`src/rtl/strobe_seq.sv`:
```
module strobe_seq #(
  parameter int LANES = 4
) (
  input  logic             clk,
  input  logic             rst_n,
  input  logic             start,
  input  logic [11:0]      pattern,
  input  logic [LANES-1:0] lane_en,
  input  logic             gpl_default,
  output logic             cs,
  output logic [LANES-1:0] bs,
  output logic             gpl0
);
  localparam logic [1:0] LAST = 2'd3;

  logic             act;
  logic [1:0]       ph;
  logic [11:0]      pat;
  logic [LANES-1:0] lanes;

  logic             act_n;
  logic [1:0]       ph_n;
  logic [11:0]      pat_n;
  logic [LANES-1:0] lanes_n;
  logic             cs_n;
  logic [LANES-1:0] bs_n;
  logic             gp_n;
  logic [1:0]       gfield;
  logic [3:0]       bs_bits;

  wire load = start && (!act || ph == LAST);

  assign act_n   = load || (act && ph != LAST);
  assign ph_n    = load ? 2'd0 : ph + 2'd1;
  assign pat_n   = load ? pattern : pat;
  assign lanes_n = load ? lane_en : lanes;
  assign bs_bits = pat_n[7:4];
  assign gfield  = ph_n[1] ? pat_n[11:10] : pat_n[9:8];

  always_comb begin
    cs_n = 1'b1;
    bs_n = '1;
    gp_n = gpl_default;
    if (act_n) begin
      cs_n = pat_n[ph_n];
      for (int i = 0; i < LANES; i++)
        bs_n[i] = lanes_n[i] ? bs_bits[ph_n] : 1'b1;
      if (gfield[1]) gp_n = gfield[0];
    end
  end

  always_ff @(posedge clk or negedge rst_n) begin
    if (!rst_n) begin
      act   <= 1'b0;
      ph    <= 2'd0;
      pat   <= '0;
      lanes <= '0;
      cs    <= 1'b1;
      bs    <= '1;
      gpl0  <= 1'b0;
    end else begin
      act   <= act_n;
      ph    <= act_n ? ph_n : 2'd0;
      pat   <= pat_n;
      lanes <= lanes_n;
      cs    <= cs_n;
      bs    <= bs_n;
      gpl0  <= gp_n;
    end
  end
endmodule


```
`config.mk`:
```
export PLATFORM = sky130hd
export DESIGN_NAME = strobe_seq
export DESIGN_NICKNAME = d
export VERILOG_FILES = /design/src/rtl/strobe_seq.sv
export SDC_FILE = /design/constraint.sdc
export NUM_CORES = 1
export LEC_CHECK = 0
export BUFFER_PORTS_ARGS = -buffer_cell sky130_fd_sc_hd__clkbuf_2
export CAP_MARGIN = 20
export CELL_PAD_IN_SITES_DETAIL_PLACEMENT = 1
export CELL_PAD_IN_SITES_GLOBAL_PLACEMENT = 2
export CORE_MARGIN = 1.5
export CORE_UTILIZATION = 36
export DETAILED_ROUTE_END_ITERATION = 8
export PLACE_DENSITY = 0.78
export SLEW_MARGIN = 20
export SYNTH_ARGS = -nofsm -noshare
export SYNTH_HDL_FRONTEND = slang
export SYNTH_SLANG_ARGS = --single-unit
```
`constraint.sdc`:
```
create_clock -name clk -period 2 [get_ports clk]
set_input_delay 0.4 -clock clk [delete_from_list [all_inputs] [get_ports clk]]
set_output_delay 0.4 -clock clk [all_outputs]
set_load 0.005 [all_outputs]
```
# --- Yosys cells after proc, flatten, opt, wreduce, memory -nomap -nowiden ---
# Index checks and enable logic that the tools add are counted.
op_classes:
  n_lt_le_gt_ge: 2
  eq_ne: 2
  n_reduce_logical: 5
  addsub: 1
  n_mux: 17
op_table:
  columns: ["op", "count"]
  rows:
  - ["$mux 12", 1]
  - ["$mux 1", 9]
  - ["$mux 4", 2]
  - ["$mux 2", 3]
  - ["$lt 2x5->1 const B", 1]
  - ["$bmux 1 s2", 2]
  - ["$lt 2x3->1 const B", 1]
  - ["$add 2x1->2 const B", 1]
  - ["$eq 2x2->1 const B", 1]
  - ["$logic_and 1x1->1", 2]
  - ["$logic_or 1x1->1", 2]
  - ["$ne 2x2->1 const B", 1]
  - ["$logic_not 1->1", 1]
totals:
  out_inout_bits: 6
  in_bits: 20
  ff_bits: 25
  word_cells: 34

# --- Depth between registers and ports, before layout ---
# Gate-level depths: netlist of run 1.
depth:
  depth_word: 8
  mapped_depth: 6
  ltp_nobuf: 4

# --- Least setup slack after synthesis of run 1 ---
# No wires, ideal clock.
synth_path:
  path_kind: "register -> register"
  start: "reg ph[0]"
  end: "reg gpl0"
  path_slack_ns: 0.352
  period_less_slack_ns: 1.648
  path_stages_with_launch: 6
  t_required_ns: 1.874
  setup_time_ns: 0.126
  path_buffers: 1
  t_arrival_ns: 1.522
  path_cell_list: "dfrtp_1 > ha_1 > buf_6 > mux2_4 > or3_1 > o311a_1"
synth_between:
  elab_chain_cells: 7
  elab_cells_between_ends: 12
  classes_between: "1 x add/sub; 2 x eq/ne; 5 x mux; 4 x reduce/logical"
synth_lines:
  columns: ["item", "line_no", "rtl"]
  rows:
  - ["start, declared", "17", "logic [1:0] ph;"]
  - ["start signal, assigned", "63", "ph <= act_n ? ph_n : 2'd0;"]
  - ["$eq 2x2->1", "31", "wire load = start && (!act || ph == LAST);"]
  - ["$logic_or 1x1->1", "31", null]
  - ["$logic_and 1x1->1", "31", null]
  - ["$mux 12 / $mux 2 (equally long branches)", "35, 34", null]
  - ["$mux 2", "38", "assign gfield = ph_n[1] ? pat_n[11:10] : pat_n[9:8];"]
  - ["$mux 1", "48", "if (gfield[1]) gp_n = gfield[0];"]
  - ["$mux 1 *", "44", "if (act_n) begin"]
  - ["named net gp_n", "27", "logic gp_n;"]
  - ["end signal, assigned", "68", "gpl0 <= gp_n;"]
  - ["end, declared", "12", "output logic gpl0"]
# Mark *: on every way through the listed nets, which the timed path passes. The rest lies on a longest branch.

# --- Worst setup path in the final report of run 1 ---
# Same ends and word-level chain as after synthesis.

==> flow_metrics.env, run 1 <==
export IMPL_status="completed"
export IMPL_fp_row_count=20
export IMPL_postSynthAreaPerCell_um2=15.9
export IMPL_critPathMaxFanout=6
export IMPL_min_path_type="input port to asynchronous set/reset pin"
export IMPL_clock_skew_ns=0.00451
export IMPL_synthFlopType="dfrtp_1"
export IMPL_portBuffers=25
export IMPL_antenna_found_initial=0
export IMPL_fin_util_pct=42.6
export IMPL_drc=0
export IMPL_regArea_um2=632
export IMPL_grt_overflow_total=0
export IMPL_clock_root_buffer="clkbuf_4"
export IMPL_finalSetupViolCount=0
export IMPL_ys_seq_area_share_pct=56.7
export IMPL_dpl_cell_area_mm2=0.00125
export IMPL_swShare_pct=31.8
export IMPL_cp_cell_sequence="ha_1 > mux2_4 > or3_1 > o311a_1"
export IMPL_pwr_density_cell_mw_per_mm2=1600
export IMPL_intPower_mw=1.40
export IMPL_rsz0062_at_grt="false"
export IMPL_dpl_hpwl_mm=1.46
export IMPL_critPathSlowestCell="dfrtp_1"
export IMPL_slowest_delay_ns=0.45
export IMPL_clock_power_share_pct=11.4
export IMPL_ant_nets=0
export IMPL_cts_sinks=25
export IMPL_cts_buffer_depth=2
export IMPL_fin_crit_ns=1.74
export IMPL_synth_nets=91
export IMPL_leakagePower_nw=0.631
export IMPL_tightest_slew_ns=0.619
export IMPL_synth_cells=70
export IMPL_ys_warnings_count=0
export IMPL_cap_violations=0
export IMPL_nets=119
export IMPL_layout_cells_non_filler=130
export IMPL_multi_input_area_um2=442
export IMPL_cts_resized=0
export IMPL_wire_per_inst_um=15.4
export IMPL_slew_viol_final=0
export IMPL_via_count=658
export IMPL_synth_edf_count=0
export IMPL_post_place_cells=126
export IMPL_die_area_mm2=0.00344
export IMPL_fill_cells=310
export IMPL_area_delta_synth_final_pct=14.7
export IMPL_ios=26
export IMPL_hold_buffers=0
export IMPL_share_comb_of_total_power_pct=44.3
export IMPL_worstSetupStartpointType="flip-flop"
export IMPL_synthTopCellsByArea="dfrtp_1 (45%), mux2_4 (13%), dfstp_2 (12%)"
export IMPL_via_per_inst=5.06
export IMPL_power_switching_mw=0.651
export IMPL_wl_mm=2.00
export IMPL_clk_latency_ns=0.32
export IMPL_period_share_pct=87.2
export IMPL_grt_pass1_wl_mm=3.29
export IMPL_critPathCaptureType="flip-flop"
export IMPL_grt_start_max_net_pins=26
export IMPL_antenna_cells=0
export IMPL_grt_total_usage_pct=13.0
export IMPL_htreeDepth=1
export IMPL_cts_setup_buffers=0
export IMPL_final_area_mm2=0.00128
export IMPL_path_class="flip-flop to flip-flop"
export IMPL_tns_ns=0
export IMPL_worstPathRequired_ns=2.22
export IMPL_core_area_mm2=0.00300
export IMPL_synth_top_area_share_pct=44.9
export IMPL_synth_seq_cells=25
export IMPL_synth_top_cells_by_count="dfrtp_1 (20), mux2_4 (10), dfstp_2 (5), mux2_2 (5), a32oi_1 (4)"
export IMPL_dr_pass1_iters=4
export IMPL_p_seq_share_pct=44.3
export IMPL_dr_first_iter_drc_count=7
export IMPL_cp_arrival_ns=1.97
export IMPL_die_h_um=58.7
export IMPL_maxSlewHeadroom_pct=58.7
export IMPL_fmax_mhz=573
export IMPL_die_x_um=58.7
export IMPL_place_congestion=0.683
export IMPL_synth_area_leader_cell="dfrtp_1"
export IMPL_finalHoldViolCount=0
export IMPL_grt_pass1_vias=669
export IMPL_synth_most_common_cell="dfrtp_1"
export IMPL_ir_drop_v=0.000622
export IMPL_start_util_pct=37.1
export IMPL_cts_buffers=3
export IMPL_yosysUniqueCellTypes=25
export IMPL_synthesis_area_mm2=0.00111
export IMPL_cts_tree="yes"
export IMPL_path_clk_slew_ns=0.14
export IMPL_drive_gt1_share_pct=54.6
export IMPL_synthArstFlopShare_pct=100
critical path: cells and delay by family, from the launching register on:
family	cells	cell delay [ns]
adders and majority gates	1	0.45
muxes	1	0.32
and+or+nand+nor	1	0.30
AOI/OAI and AO/OA	1	0.13
DFF	1	0.45
cell families after synthesis:
family          synth area share (%)
simple gates                    7.63
flops                           56.7
fa+ha+maj                       1.12
mux                             25.6
compound gates                  5.28
buf+inv                         3.70
final cells by class:
class / count / share of cell area [%]
well taps: 33 / 3.23
clock inverters: 1 / 0.391
repair buffers: 26 / 10.4
inverters: 1 / 0.294
clock buffers: 3 / 1.76
flip-flops and latches: 25 / 49.4
multi-input cells: 41 / 34.5
registers in the layout (all words and copies together) (netlist names):
| register | count |
|---|---|
| act | 1 |
| ph | 2 |
| pat | 12 |
| lanes | 4 |
| cs | 1 |
| bs | 4 |
| gpl0 | 1 |
layout by cell type, fill, tap and decap left out, types with 2 or more instances in the layout:
cell type	instances
nor2_1	3
mux2_2	5
clkbuf_4	3
mux2i_1	3
dfrtp_1	20
dfstp_2	5
mux2_4	10
a32oi_1	4
mux2_1	2
clkbuf_2	25
power groups by stage:
| stage | Clock [mW] | Combinational, mW | Sequential [mW] |
|---|---|---|---|
| 3_5_place_dp | 0 | 0.918 | 0.924 |
| 3_3_place_gp | 0 | 0.891 | 0.915 |
| 4_1_cts | 0.242 | 0.924 | 0.913 |
| 6_report | 0.234 | 0.908 | 0.909 |
| 2_1_floorplan | 0 | 0.794 | 0.885 |
| 5_1_grt | 0.265 | 0.998 | 0.942 |
metal layers:
layer | GRT usage, % | vias to the layer above | share of wire (%) | wire length [um]
met5 | 0 | - | 0 | 0
met4 | 5.84 | 0 | 2.0 | 39
met3 | 1.32 | 4 | 1.8 | 35
met2 | 21.5 | 9 | 50 | 1000
met1 | 17.3 | 336 | 46 | 919
li1 | - | 309 | - | -
worst paths after layout:
path	from	end	slack (ns)	depth (start not counted)
worst max-delay path	ph[0]	gpl0	0.26	4
worst min-delay path	rst_n	pat[5]	0.06	1
worst max register to register	ph[0]	gpl0	0.26	4
worst min register to register	lanes[0]	bs[0]	0.45	1
max in group asynchronous	rst_n	pat[11]	1.54	1
min in group clk	lane_en[1]	bs[1]	0.20	2
metrics by stage:
step | power (mW) | setup WS [ns] | hold WS, ns
after floorplan | 1.68 | 0.352 | 0.104
after global placement | 1.81 | 0.290 | 0.416
after detailed placement | 1.84 | 0.262 | 0.430
after CTS | 2.08 | 0.236 | 0.0781
after global routing | 2.21 | 0.172 | 0.0773
final | 2.05 | 0.255 | 0.0558
No activity file was read; power rests on OpenSTA's default activity.
==> run 2, diff against run 1 <==
- ABC_AREA: unset -> 1
- CORE_UTILIZATION: 36 -> 30
- PLACE_DENSITY: 0.78 -> 0.77
==> run 2 against run 1 <==
Effect of this change:
- via count grew 37%
- flip-flop and latch count did not move
- cell count increased by 52%
- critical path depth is 6 higher
- routed wire length increased by 19%
- fmax increased by 2.0%
- critical endpoint is now cs
- highest routed layer unchanged
- critical path type unchanged
- sequential share of layout area down 0.29 points
- register-to-register slack improved by 0.03 ns
==> flow_metrics.env, run 2 <==
export IMPL_status="completed"
export IMPL_path_clk_slew_ns=0.12
export IMPL_maxSlewHeadroom_pct=59.0
export IMPL_synthFlopType="dfrtp_1"
export IMPL_min_path_type="input port to asynchronous set/reset pin"
export IMPL_clock_root_buffer="clkbuf_4"
export IMPL_largest_register="pat"
export IMPL_wire_per_inst_um=12.1
export IMPL_ys_warnings_count=0
export IMPL_layout_commonest_cell="nand2_1"
export IMPL_rsz0062_at_grt="false"
export IMPL_dpl_hpwl_mm=1.88
export IMPL_hold_buffers=0
export IMPL_area_delta_synth_final_pct=18.8
export IMPL_clk_latency_ns=0.31
export IMPL_drive_gt1_share_pct=27.8
export IMPL_worstSetupStartpointType="flip-flop"
export IMPL_cts_setup_buffers=0
export IMPL_yosysUniqueCellTypes=18
export IMPL_synth_top_cells_by_count="nand2_1 (44), dfrtp_1 (20), nand3_1 (13)"
export IMPL_slew_viol_final=0
export IMPL_antenna_found_initial=0
export IMPL_synth_seq_cells=25
export IMPL_grt_pass1_wl_mm=4.21
export IMPL_cts_sinks=25
export IMPL_reg_top3="pat (12), bs (4), lanes (4)"
export IMPL_worstRegToRegCells=10
export IMPL_worstPathRequired_ns=2.24
export IMPL_cts_buffer_depth=2
export IMPL_grt_total_usage_pct=13.6
export IMPL_wl_mm=2.38
export IMPL_finalSetupViolCount=0
export IMPL_intPower_mw=1.18
export IMPL_critPathCaptureType="flip-flop"
export IMPL_start_util_pct=31.9
export IMPL_cts_buffers=3
export IMPL_swShare_pct=40.6
export IMPL_cap_violations=0
export IMPL_synth_nets=143
export IMPL_fmax_mhz=585
export IMPL_dr_first_iter_drc_count=31
export IMPL_nets=173
export IMPL_period_share_pct=85.5
export IMPL_grt_pass1_vias=908
export IMPL_synth_cells=122
export IMPL_clock_power_share_pct=10.9
export IMPL_synth_top_area_share_pct=46.2
export IMPL_grt_overflow_total=0
export IMPL_ios=26
export IMPL_core_area_mm2=0.00339
export IMPL_clock_skew_ns=0.00119
export IMPL_r2r_end="cs"
export IMPL_place_congestion=0.759
export IMPL_fin_crit_ns=1.71
export IMPL_ir_drop_v=0.000494
export IMPL_pwr_density_cell_mw_per_mm2=1550
export IMPL_p_seq_share_pct=42.5
export IMPL_die_x_um=63.1
export IMPL_critPathMaxFanout=11
export IMPL_cp_arrival_ns=1.95
export IMPL_ys_seq_area_share_pct=58.4
export IMPL_tns_ns=0
export IMPL_die_area_mm2=0.00398
export IMPL_mostFrequentLayoutCells="nand2_1 (44), clkbuf_2 (25), dfrtp_1 (20)"
export IMPL_die_h_um=63.1
export IMPL_leakagePower_nw=0.691
export IMPL_htreeDepth=1
export IMPL_synth_area_leader_cell="dfrtp_1"
export IMPL_synth_most_common_cell="nand2_1"
export IMPL_drc=0
export IMPL_synthArstFlopShare_pct=100
export IMPL_share_comb_of_total_power_pct=46.6
export IMPL_dr_pass1_iters=3
export IMPL_power_switching_mw=0.808
export IMPL_cts_tree="yes"
export IMPL_ant_nets=0
export IMPL_path_class="flip-flop to flip-flop"
export IMPL_grt_start_max_net_pins=26
export IMPL_r2r_start="ph[0]"
export IMPL_via_count=899
export IMPL_tightest_slew_ns=0.615
export IMPL_antenna_cells=0
export IMPL_postSynthAreaPerCell_um2=8.87
export IMPL_r2r_slack_ns=0.29
export IMPL_synthesis_area_mm2=0.00108
export IMPL_synth_edf_count=0
export IMPL_via_per_inst=4.56
export IMPL_synthTopCellsByArea="dfrtp_1 (46%), nand2_1 (15%), dfstp_2 (12%)"
export IMPL_cts_resized=0
export IMPL_largest_register_ffs=12
export IMPL_fin_util_pct=37.9
export IMPL_portBuffers=25
export IMPL_finalHoldViolCount=0
export IMPL_fp_row_count=21
## run 2: per-stage QoR
stage | power [mW] | hold WS [ns] | cell area, um^2 | instances | worst slack, ns
6_report | 1.99 | 0.0745 | 1290 | 197 | 0.290
4_1_cts | 2.04 | 0.0893 | 1290 | 197 | 0.266
3_5_place_dp | 1.81 | 0.451 | 1260 | 193 | 0.294
3_3_place_gp | 1.78 | 0.446 | 1260 | 193 | 0.361
5_1_grt | 2.21 | 0.0990 | 1290 | 197 | 0.112
2_1_floorplan | 1.53 | 0.104 | 1080 | 122 | 0.592
## run 2: power groups by stage
stage	Combinational [mW]	Clock [mW]	Sequential, mW
CTS	0.955	0.233	0.851
floorplan	0.688	0	0.843
finish	0.927	0.217	0.847
detailed placement	0.947	0	0.863
global route	1.08	0.256	0.870
global placement	0.926	0	0.858
## run 2: cell type report
class / count / area [um^2]
clock buffers: 4 / 26.3
inverters: 11 / 41.3
flip-flops and latches: 25 / 632
fillers: 403 / 2100
multi-input cells: 83 / 382
repair buffers: 28 / 148
well taps: 46 / 57.6
## run 2: worst max-delay path, cell delays in order (launching register included)
cell	delay [ns]
dfrtp_1	0.44
ha_1	0.22
inv_2	0.09
nand2_2	0.09
nand2_1	0.19
buf_4	0.21
nand2_2	0.10
o21ai_1	0.12
inv_1	0.05
nand2_1	0.05
nand3_1	0.07
## run 2: cells by family after synthesis
family                     after synthesis  synth area share [%]
buffers and inverters                   14                  6.36
AOI/OAI and AO/OA                        8                  4.51
DFF                                     25                  58.4
and+or+nand+nor                         74                  29.6
adders and majority gates                1                  1.16
## run 2: routing by layer
layer	track usage (%)	routed length (um)
met1	17.7	1070
met5	0	0
met4	3.33	13
met2	21.8	1190
met3	4.29	114
## run 2: worst max path at each step
| stage | depth (start not counted) | endpoint | from | slack (ns) |
|---|---|---|---|---|
| floorplan | 10 | gpl0 | ph[0] | 0.59 |
| global placement | 10 | bs[2] | ph[0] | 0.36 |
| detailed placement | 10 | bs[2] | ph[0] | 0.29 |
| CTS | 10 | bs[2] | ph[0] | 0.27 |
| global route | 9 | bs[3] | ph[0] | 0.11 |
| finish | 10 | cs | ph[0] | 0.29 |
==> run 3, diff against run 2 <==
- ABC_AREA: 1 -> 0
- CORE_UTILIZATION: 30 -> 36
- PLACE_DENSITY: 0.77 -> 0.78
- REMOVE_ABC_BUFFERS: unset -> 1
==> run 3 against run 2 <==
Effect of this change:
- critical path depth shrank 6
- cell count fell by 34%
- register-to-register slack worse by 0.06 ns
==> flow_metrics.env, run 3 (synthesis results as in run 1) <==
export IMPL_r2r_start="ph[0]"
export IMPL_grt_pass1_vias=711
export IMPL_place_congestion=0.717
export IMPL_mostFrequentLayoutCells="clkbuf_2 (25), dfrtp_1 (20), mux2_4 (10)"
export IMPL_swShare_pct=32.0
export IMPL_worstPathRequired_ns=2.21
export IMPL_nets=119
export IMPL_critPathSlowestCell="ha_1"
export IMPL_hold_buffers=0
export IMPL_ios=26
export IMPL_start_util_pct=37.1
export IMPL_critical_path_top_delay_family="adder cells"
export IMPL_grt_overflow_total=0
export IMPL_cts_tree="yes"
export IMPL_wire_per_inst_um=15.5
export IMPL_wl_mm=2.01
export IMPL_r2r_end="gpl0"
export IMPL_clock_power_share_pct=11.1
export IMPL_largest_register_ffs=12
export IMPL_dr_pass1_iters=2
export IMPL_slowest_delay_ns=0.46
export IMPL_path_class="flip-flop to flip-flop"
export IMPL_grt_pass1_wl_mm=3.55
export IMPL_finalHoldViolCount=0
export IMPL_maxSlewHeadroom_pct=59.2
export IMPL_cts_resized=0
export IMPL_cp_arrival_ns=1.98
export IMPL_fill_cells=313
export IMPL_power_switching_mw=0.658
export IMPL_slew_viol_final=0
export IMPL_cts_sinks=25
export IMPL_die_area_mm2=0.00344
export IMPL_intPower_mw=1.40
export IMPL_path_buf_inv=0
export IMPL_finalWorstSetupSlack_ns=0.229
export IMPL_regArea_um2=632
export IMPL_via_per_inst=5.02
export IMPL_period_share_pct=88.5
export IMPL_critPathCaptureType="flip-flop"
export IMPL_clock_skew_ns=0.00697
export IMPL_status="completed"
export IMPL_multi_input_area_um2=442
export IMPL_r2r_slack_ns=0.23
export IMPL_finalSetupViolCount=0
export IMPL_portBuffers=25
export IMPL_reg_top3="pat (12), bs (4), lanes (4)"
export IMPL_via_count=653
export IMPL_cts_setup_buffers=0
export IMPL_dpl_hpwl_mm=1.53
export IMPL_drc=0
export IMPL_worstRegToRegCells=4
export IMPL_antenna_cells=0
export IMPL_htreeDepth=1
export IMPL_fp_row_count=20
export IMPL_die_x_um=58.7
export IMPL_dr_first_iter_drc_count=12
export IMPL_worstSetupStartpointType="flip-flop"
export IMPL_ant_nets=0
export IMPL_path_clk_slew_ns=0.14
export IMPL_fin_util_pct=42.7
export IMPL_grt_total_usage_pct=13.9
export IMPL_area_delta_synth_final_pct=14.9
export IMPL_dpl_cell_area_mm2=0.00125
export IMPL_antenna_found_initial=0
export IMPL_ir_drop_v=0.000534
export IMPL_pwr_density_cell_mw_per_mm2=1610
export IMPL_share_comb_of_total_power_pct=44.7
export IMPL_whs_ns=0.0633
export IMPL_crit_path_end="gpl0"
export IMPL_drive_gt1_share_pct=54.6
export IMPL_largest_register="pat"
export IMPL_p_seq_share_pct=44.3
export IMPL_fin_crit_ns=1.77
export IMPL_clock_root_buffer="clkbuf_4"
export IMPL_die_h_um=58.7
export IMPL_crit_cells=4
export IMPL_rsz0062_at_grt="false"
export IMPL_final_area_mm2=0.00128
export IMPL_layout_commonest_cell="clkbuf_2"
export IMPL_core_area_mm2=0.00300
export IMPL_cp_cell_sequence="ha_1 > mux2_4 > or3_1 > o311a_1"
export IMPL_cap_violations=0
export IMPL_fmax_mhz=565
export IMPL_cts_buffers=3
export IMPL_critPathMaxFanout=6
export IMPL_finalPower_mw=2.06
export IMPL_tns_ns=0
export IMPL_dp_slack_ns=0.258
export IMPL_cts_buffer_depth=2
export IMPL_clk_latency_ns=0.32
export IMPL_tightest_slew_ns=0.612
export IMPL_post_place_cells=126
export IMPL_grt_start_max_net_pins=26
export IMPL_layout_cells_non_filler=130
export IMPL_startpoint="ph[0]"
export IMPL_min_path_type="input port to asynchronous set/reset pin"
export IMPL_leakagePower_nw=0.627
==> run 3: power by group through the flow <==
stage	logic (mW)	clock network, mW	registers (mW)
floorplan	0.707	0	0.885
finish	0.920	0.228	0.912
detailed placement	0.926	0	0.927
CTS	0.936	0.235	0.916
global placement	0.893	0	0.910
global route	1.02	0.269	0.938
==> run 3: layout make-up <==
cell class	count	share of cell area, %
Sequential cell	25	49.3
Multi-Input combinational cell	41	34.5
Timing Repair Buffer	26	10.4
Tap cell	33	3.22
Clock buffer	3	1.76
Clock inverter	1	0.586
Inverter	1	0.293
==> run 3: worst reg2reg max path, stage by stage (launching register included) <==
cell	delay, ns
dfrtp_1	0.45
ha_1	0.46
mux2_4	0.32
or3_1	0.30
o311a_1	0.13
==> run 3: how the worst min path moves through the flow <==
| stage | from | endpoint | slack [ns] | cells after the start |
|---|---|---|---|---|
| global route | rst_n | lanes[2] | 0.08 | 1 |
| finish | rst_n | lanes[2] | 0.06 | 1 |
| global placement | lanes[3] | bs[3] | 0.41 | 1 |
| CTS | rst_n | lanes[1] | 0.07 | 1 |
| floorplan | rst_n | act | 0.10 | 0 |
| detailed placement | lanes[0] | bs[0] | 0.43 | 1 |
==> run 3: routing by layer <==
| layer | GRT usage, % | vias up | wire, um |
|---|---|---|---|
| met5 | 0 | - | 0 |
| met3 | 1.32 | 2 | 30 |
| met2 | 22.5 | 9 | 1050 |
| met4 | 6.82 | 0 | 14 |
| met1 | 18.9 | 330 | 910 |
| li1 | - | 312 | - |
